### config.mk
export PLATFORM = sky130hd
export DESIGN_NAME = tile_copy_seq
export DESIGN_NICKNAME = d
export VERILOG_FILES = /design/src/rtl/tcs_pkg.sv /design/src/rtl/tcs_walker.sv /design/src/rtl/tcs_bounds.sv /design/src/rtl/tcs_port_mux.sv /design/src/rtl/tile_copy_seq.sv
export SDC_FILE = /design/constraint.sdc
export NUM_CORES = 1
export LEC_CHECK = 0
export BUFFER_PORTS_ARGS = -buffer_cell sky130_fd_sc_hd__buf_2
export CORE_ASPECT_RATIO = 0.9
export CORE_MARGIN = 5
export CORE_UTILIZATION = 40
export DETAILED_ROUTE_END_ITERATION = 8
export HOLD_SLACK_MARGIN = 0.03
export SLEW_MARGIN = 20
export SYNTH_ARGS = -nofsm -noshare
export SYNTH_HDL_FRONTEND = slang
export SYNTH_SLANG_ARGS = --single-unit
### constraint.sdc
create_clock -name clk -period 6 [get_ports clk]
set_input_delay 0.6 -clock clk [delete_from_list [all_inputs] [get_ports clk]]
set_output_delay 0.6 -clock clk [all_outputs]
set_load 0.05 [all_outputs]
### src/rtl/tcs_pkg.sv
`timescale 1ns/1ps
package tcs_pkg;

    typedef enum logic [2:0] {
        ST_IDLE,
        ST_XLAT,
        ST_READ,
        ST_WRITE,
        ST_FINISH
    } tcs_state_e;

    localparam int  PIX_BYTES_MAX = 4;
    localparam logic MODE_ENCODE  = 1'b0;
    localparam logic MODE_DECODE  = 1'b1;

    function automatic logic [PIX_BYTES_MAX-1:0] pix_mask(input logic wide);
        return wide ? 4'b1111 : 4'b0011;
    endfunction

endpackage

### src/rtl/tcs_walker.sv
`timescale 1ns/1ps
module tcs_walker #(
    parameter int AW      = 32,
    parameter int DIM_W   = 16,
    parameter int PITCH_W = 16
) (
    input  logic               clk,
    input  logic               rst_n,
    input  logic               load,
    input  logic               step,
    input  logic [DIM_W-1:0]   width,
    input  logic [DIM_W-1:0]   height,
    input  logic [PITCH_W-1:0] pitch,
    input  logic               wide,
    output logic [AW-1:0]      lin_off,
    output logic               last
);

    logic [DIM_W-1:0] col_q, row_q;
    logic [AW-1:0]    row_base_q, col_off_q;
    logic             col_end;

    assign col_end = (col_q == width - DIM_W'(1));
    assign last    = col_end && (row_q == height - DIM_W'(1));
    assign lin_off = row_base_q + col_off_q;

    always_ff @(posedge clk or negedge rst_n) begin
        if (!rst_n) begin
            col_q      <= '0;
            row_q      <= '0;
            row_base_q <= '0;
            col_off_q  <= '0;
        end else if (load) begin
            col_q      <= '0;
            row_q      <= '0;
            row_base_q <= '0;
            col_off_q  <= '0;
        end else if (step) begin
            if (col_end) begin
                col_q      <= '0;
                col_off_q  <= '0;
                row_q      <= row_q + DIM_W'(1);
                row_base_q <= row_base_q + AW'(pitch);
            end else begin
                col_q     <= col_q + DIM_W'(1);
                col_off_q <= col_off_q + (wide ? AW'(4) : AW'(2));
            end
        end
    end

    // the walk never steps past the image boundary
    p_walk_in_image_r1: assert property (@(posedge clk) disable iff (!rst_n)
        step |-> (col_q < width) && (row_q < height));

endmodule

### src/rtl/tcs_bounds.sv
`timescale 1ns/1ps
module tcs_bounds #(
    parameter int AW = 32
) (
    input  logic [AW-1:0] tiled,
    input  logic [AW-1:0] base,
    input  logic [AW-1:0] size,
    input  logic [AW-1:0] doff,
    output logic          oob,
    output logic [AW-1:0] toff
);

    logic [AW-1:0] rel;

    always_comb begin
        rel  = tiled - base;
        oob  = (rel >= size);
        toff = rel - doff;
    end

endmodule

### src/rtl/tcs_port_mux.sv
`timescale 1ns/1ps
module tcs_port_mux #(
    parameter int AW   = 32,
    parameter int BE_W = 4
) (
    input  logic              clk,
    input  logic              rst_n,
    input  logic              mode,
    input  logic              rd,
    input  logic              wr,
    input  logic [AW-1:0]     lin_off,
    input  logic [AW-1:0]     toff,
    input  logic [BE_W-1:0]   be,
    input  logic [8*BE_W-1:0] lin_rdata,
    input  logic [8*BE_W-1:0] til_rdata,
    output logic              lin_en,
    output logic              lin_we,
    output logic [AW-1:0]     lin_addr,
    output logic [BE_W-1:0]   lin_be,
    output logic [8*BE_W-1:0] lin_wdata,
    output logic              til_en,
    output logic              til_we,
    output logic [AW-1:0]     til_addr,
    output logic [BE_W-1:0]   til_be,
    output logic [8*BE_W-1:0] til_wdata
);

    always_comb begin
        lin_addr  = lin_off;
        til_addr  = toff;
        lin_be    = be;
        til_be    = be;
        lin_wdata = til_rdata;
        til_wdata = lin_rdata;
        if (mode == tcs_pkg::MODE_ENCODE) begin
            lin_en = rd;
            lin_we = 1'b0;
            til_en = wr;
            til_we = wr;
        end else begin
            til_en = rd;
            til_we = 1'b0;
            lin_en = wr;
            lin_we = wr;
        end
    end

    // at most one buffer is written in a cycle
    p_single_writer_r2: assert property (@(posedge clk) disable iff (!rst_n)
        $onehot0({lin_en && lin_we, til_en && til_we}));

    // a decode run never writes the tiled buffer
    p_decode_no_tiled_write_r3: assert property (@(posedge clk) disable iff (!rst_n)
        (mode == tcs_pkg::MODE_DECODE) |-> !(til_en && til_we));

endmodule

### src/rtl/tile_copy_seq.sv
`timescale 1ns/1ps
module tile_copy_seq
    import tcs_pkg::*;
#(
    parameter int AW      = 32,
    parameter int DIM_W   = 16,
    parameter int PITCH_W = 16
) (
    input  logic               clk,
    input  logic               rst_n,
    input  logic               start,
    input  logic               mode,
    input  logic [DIM_W-1:0]   img_width,
    input  logic [DIM_W-1:0]   img_height,
    input  logic [PITCH_W-1:0] pitch,
    input  logic               px_wide,
    input  logic [AW-1:0]      tile_base,
    input  logic [AW-1:0]      tile_size,
    input  logic [AW-1:0]      data_offset,
    output logic               xl_req,
    output logic [AW-1:0]      xl_addr,
    input  logic               xl_ack,
    input  logic [AW-1:0]      xl_tiled,
    output logic               lin_en,
    output logic               lin_we,
    output logic [AW-1:0]      lin_addr,
    output logic [3:0]         lin_be,
    output logic [31:0]        lin_wdata,
    input  logic [31:0]        lin_rdata,
    output logic               til_en,
    output logic               til_we,
    output logic [AW-1:0]      til_addr,
    output logic [3:0]         til_be,
    output logic [31:0]        til_wdata,
    input  logic [31:0]        til_rdata,
    output logic               busy,
    output logic               done
);

    localparam int BE_W = PIX_BYTES_MAX;

    tcs_state_e state_q, state_d;

    logic               mode_q, wide_q;
    logic [DIM_W-1:0]   width_q, height_q;
    logic [PITCH_W-1:0] pitch_q;
    logic [AW-1:0]      base_q, size_q, doff_q, toff_q;

    logic          load, step, rd, wr, last, oob, empty;
    logic [AW-1:0] lin_off, toff;
    logic [BE_W-1:0] be;

    assign empty = (img_width == '0) || (img_height == '0);

    // State register
    always_ff @(posedge clk or negedge rst_n) begin
        if (!rst_n) state_q <= ST_IDLE;
        else        state_q <= state_d;
    end

    // Next-state logic
    always_comb begin
        state_d = state_q;
        unique case (state_q)
            ST_IDLE:   if (start) state_d = empty ? ST_FINISH : ST_XLAT;
            ST_XLAT:   if (xl_ack) begin
                           if (!oob)     state_d = ST_READ;
                           else if (last) state_d = ST_FINISH;
                           else          state_d = ST_XLAT;
                       end
            ST_READ:   state_d = ST_WRITE;
            ST_WRITE:  state_d = last ? ST_FINISH : ST_XLAT;
            ST_FINISH: state_d = ST_IDLE;
            default:   state_d = ST_IDLE;
        endcase
    end

    // Outputs and control strobes
    always_comb begin
        xl_req = (state_q == ST_XLAT);
        rd     = (state_q == ST_READ);
        wr     = (state_q == ST_WRITE);
        done   = (state_q == ST_FINISH);
        busy   = (state_q != ST_IDLE);
        load   = (state_q == ST_IDLE) && start;
        step   = ((state_q == ST_XLAT) && xl_ack && oob) || (state_q == ST_WRITE);
    end

    // Configuration capture and tiled offset hold
    always_ff @(posedge clk or negedge rst_n) begin
        if (!rst_n) begin
            mode_q   <= MODE_ENCODE;
            wide_q   <= 1'b0;
            width_q  <= '0;
            height_q <= '0;
            pitch_q  <= '0;
            base_q   <= '0;
            size_q   <= '0;
            doff_q   <= '0;
            toff_q   <= '0;
        end else begin
            if (load) begin
                mode_q   <= mode;
                wide_q   <= px_wide;
                width_q  <= img_width;
                height_q <= img_height;
                pitch_q  <= pitch;
                base_q   <= tile_base;
                size_q   <= tile_size;
                doff_q   <= data_offset;
            end
            if ((state_q == ST_XLAT) && xl_ack) toff_q <= toff;
        end
    end

    assign xl_addr = base_q + doff_q + lin_off;
    assign be      = pix_mask(wide_q);

    tcs_walker #(.AW(AW), .DIM_W(DIM_W), .PITCH_W(PITCH_W)) u_walker (
        .clk     (clk),
        .rst_n   (rst_n),
        .load    (load),
        .step    (step),
        .width   (width_q),
        .height  (height_q),
        .pitch   (pitch_q),
        .wide    (wide_q),
        .lin_off (lin_off),
        .last    (last)
    );

    tcs_bounds #(.AW(AW)) u_bounds (
        .tiled (xl_tiled),
        .base  (base_q),
        .size  (size_q),
        .doff  (doff_q),
        .oob   (oob),
        .toff  (toff)
    );

    tcs_port_mux #(.AW(AW), .BE_W(BE_W)) u_port_mux (
        .clk       (clk),
        .rst_n     (rst_n),
        .mode      (mode_q),
        .rd        (rd),
        .wr        (wr),
        .lin_off   (lin_off),
        .toff      (toff_q),
        .be        (be),
        .lin_rdata (lin_rdata),
        .til_rdata (til_rdata),
        .lin_en    (lin_en),
        .lin_we    (lin_we),
        .lin_addr  (lin_addr),
        .lin_be    (lin_be),
        .lin_wdata (lin_wdata),
        .til_en    (til_en),
        .til_we    (til_we),
        .til_addr  (til_addr),
        .til_be    (til_be),
        .til_wdata (til_wdata)
    );

    // done lasts a single cycle
    p_done_single_r7: assert property (@(posedge clk) disable iff (!rst_n)
        done |=> !done);

    // request held until acknowledged
    p_req_hold_r10: assert property (@(posedge clk) disable iff (!rst_n)
        (xl_req && !xl_ack) |=> xl_req);

    // empty image finishes next cycle without touching anything
    p_empty_finish_r9: assert property (@(posedge clk) disable iff (!rst_n)
        (start && !busy && empty) |=> (done && !xl_req && !lin_en && !til_en));

    // out-of-range pixel produces no memory strobe
    p_oob_skip_r5: assert property (@(posedge clk) disable iff (!rst_n)
        (xl_req && xl_ack && oob) |=> !(lin_en || til_en));

    // every write follows a read on the other port
    p_write_after_read_r2: assert property (@(posedge clk) disable iff (!rst_n)
        ((lin_en && lin_we) || (til_en && til_we)) |->
            $past((lin_en && !lin_we) || (til_en && !til_we)));

    // captured configuration cannot move while busy
    p_cfg_held_r8: assert property (@(posedge clk) disable iff (!rst_n)
        busy |=> $stable({mode_q, wide_q, width_q, height_q, pitch_q, base_q, size_q, doff_q}));

endmodule

==> summary.md <==
| Metric | Value |
|---|---|
| Status | finished, violations left |
| Failing checks | negative setup slack |
| Seq/Total Area, Yosys | 0.340 |
| FF+latch count, synth | 276 |
| RSZ-0062 raised after global routing | true |
| Routed Antenna Nets | 0 |
| Sink Count | 276 |
| Clk_lat worst skew | 0.55 ns |
| Mean Syn Cell Area | 8.50 um^2 |
| Number of fill cells in the layout | 4760 |
| Post-synth EDFFs | 0 |
| Setup Viol. Count Final | 6 |
| Initial Util | 0.404 |
| Worst Path Arrival | 5.66 ns |
| Detailed Route Iter0 Violations | 1035 |
| Layout cells sized above 1 | 0.244 |
| H-Tree Depth | 2 |
| Grt total ovfl | 0 |
| FF-to-FF Start | base_q[0] |
| Nets | 3231 |
| First-pass GRT wire length | 97.6 mm |
| DP Wirelength | 47.8 mm |
| CTS tree | done |
| Area of the multi-input gates | 12900 um^2 |
| # port buffers | 288 |
| I/O pin cnt | 421 |
| Maximum clock path buffer count | 3 |
| Worst Setup SP | u_walker.col_off_q[3] |
| Vias post-DR | 18200 |
| Area Overhead vs Synth | 26.2% |
| CTS Buf Count | 37 |
| FP Rows | 78 |
| Core Box Area | 50400 um^2 |
| CP Data Required Time | 5.40 ns |
| Library cells used by synthesis | 72 |
| Initial antenna violation count | 1 |
| Tmin final | 6.26 ns |
| FF+latch area | 6910 um^2 |
| Crit-path slowest cell | fa_1 |
| Ant. Diodes | 0 |
| Router iterations before antenna repair | 5 |
| Die Footprint | 55400 um^2 |
| Fmax | 160 MHz |
| Crit end category | primary output |
| Synth Flop Type | dfrtp_1 |
| Largest net degree at the start of global routing | 160 |
| MaxCap Viol Count | 0 |
| Worst Hold Class | in -> async |
| Routed len/inst | 17.8 um |
| Dpl cells | 3382 |
| Total global-route track usage | 0.218 |
| RePlAce Congestion | 0.927 |
| Number of global-route vias before repair | 18400 |
| Clk pin slew, worst setup/hold paths | 0.06 ns |
| Max Slew Vio Count | 0 |
| Layout Cells excl Fill | 3480 |
| Slew headroom | 0.342 |
| DRC | 0 |
| CP Class | reg -> out |
| Tightest Pin Transition | 0.986 ns |
| Cts hold-fix bufs | 0 |
| Fin crit share | 1.04 |
| Synth Warn # | 0 |
| Die height | 224 um |
| Root Buffer | clkbuf_16 |
| Chip Width | 248 um |
| Cells after Synth | 2392 |
| Clock skew | 0.0263 ns |
| Worst-path fanout max | 3 |
| Vias per Instance | 5.23 |
| Final WS setup | -0.262 ns |
| Ys async rst share | 1.00 |
| Setup TNS | -0.928 ns |
| Final core occ | 0.509 |
| Crit path launch type | flop |
| CP peak stage delay | 0.46 ns |
| Final WL | 62.0 mm |
| Final hold viol count | 0 |
| Cell area after synthesis | 20300 um^2 |
[flip-flops by register name (all words and copies together), names as in the netlist]
signal / flops
base_q: 32
doff_q: 32
size_q: 32
toff_q: 32
u_walker.row_base_q: 32
u_walker.col_off_q: 31
height_q: 16
pitch_q: 16
u_walker.col_q: 16
u_walker.row_q: 16
width_q: 16
state_q: 3
mode_q: 1
wide_q: 1
[critical path, delay by kind of cell (launching register included)]
kind / cells / cell delay, ns
AO/OA/AOI/OAI: 14 / 2.45
adder cells (fa/ha/maj): 3 / 1.04
buffers and inverters: 5 / 0.70
XOR/XNOR: 3 / 0.50
flip-flops: 1 / 0.42
[cells in the mapped netlist, types with 5 or more instances]
cell type    n  share of area
o21a_1      23         0.0085
xor2_1      84          0.036
clkbuf_1    67          0.012
nor3_1      37         0.0091
o21bai_1    26         0.0096
a31oi_1     17         0.0052
and3_1      32         0.0098
or2_2        6         0.0018
o21ai_0    231          0.057
and4_1       5         0.0022
and2_1      17         0.0052
o31ai_1     33          0.012
nand2_1    388          0.072
o211ai_1     5         0.0018
xnor2_1    123          0.053
ha_1       176           0.11
o41ai_1      5         0.0022
a21oi_1    124          0.031
or3_1       12         0.0037
dfrtp_1    276           0.34
nand3_1     50          0.012
fa_1        36          0.035
inv_1      162          0.030
nor2_1     142          0.026
nor2b_1     23         0.0071
buf_4       74          0.027
a211oi_1     7         0.0026
nor4_1      17         0.0052
nand2b_1    23         0.0071
nand4_1     33          0.010
a21o_1      60          0.022
[worst paths after layout]
path                                       to  slack, ns  depth (start not counted)
min in group clk                   pitch_q[2]       0.25                          3
max in group asynchronous         width_q[11]       4.43                          3
hold reg to reg                    toff_q[18]       0.47                          2
setup reg to reg           u_walker.row_q[11]       0.31                         28
setup / recovery                  xl_addr[31]      -0.26                         25
hold / removal                      size_q[4]       0.13                          1
[cells by family after synthesis]
family          Yosys count  synth area share
fa+ha+maj               212             0.144
xor+xnor                207            0.0892
compound gates          571             0.170
buf+inv                 310            0.0712
flops                   276             0.340
simple gates            808             0.183
mux                       7           0.00369
other cells               1          0.000184
[final cells by class]
cell class              count  share of cell area
multi-input cells        1809               0.501
flip-flops and latches    276               0.269
repair buffers            487               0.122
clock buffers              53              0.0424
well taps                 680              0.0332
inverters                 162              0.0237
clock inverters            13             0.00795
[cells in the final DEF (no fill, tap or decap), types with 60 or more instances in the layout]
master	n
xor2_1	71
nor2_1	136
inv_1	162
buf_4	183
o21ai_0	214
a21o_1	60
ha_1	163
a21oi_1	103
buf_2	274
dfrtp_1	276
nand2_1	386
xnor2_1	107
[repair_timing]
item,in CTS,in global routing
hold endpoints to repair,0,0
gates resized for setup,82,74
cloned,0,1
pin swaps,57,50
setup endpoints to repair,59,109
setup buffers,19,15
[layer usage]
layer | track usage | part of all wire | vias to the layer above
met4 | 0.0571 | 0.022 | 0
met3 | 0.0328 | 0.053 | 87
met5 | 0 | 0 | -
met2 | 0.356 | 0.47 | 481
met1 | 0.304 | 0.46 | 8753
li1 | - | - | 8879
[through the flow]
stage	setup WS [ns]	instance area (um^2)	hold slack, ns
3_3_place_gp	-0.420	23400	0.461
3_5_place_dp	-0.539	23400	0.467
4_1_cts	-0.423	25100	0.167
2_1_floorplan	-0.274	20600	0.304
6_report	-0.262	25700	0.125
5_1_grt	-0.575	25700	0.203
Power is not shown: default switching activity piles up to over one toggle a cycle in this logic, so the estimate is an artifact.
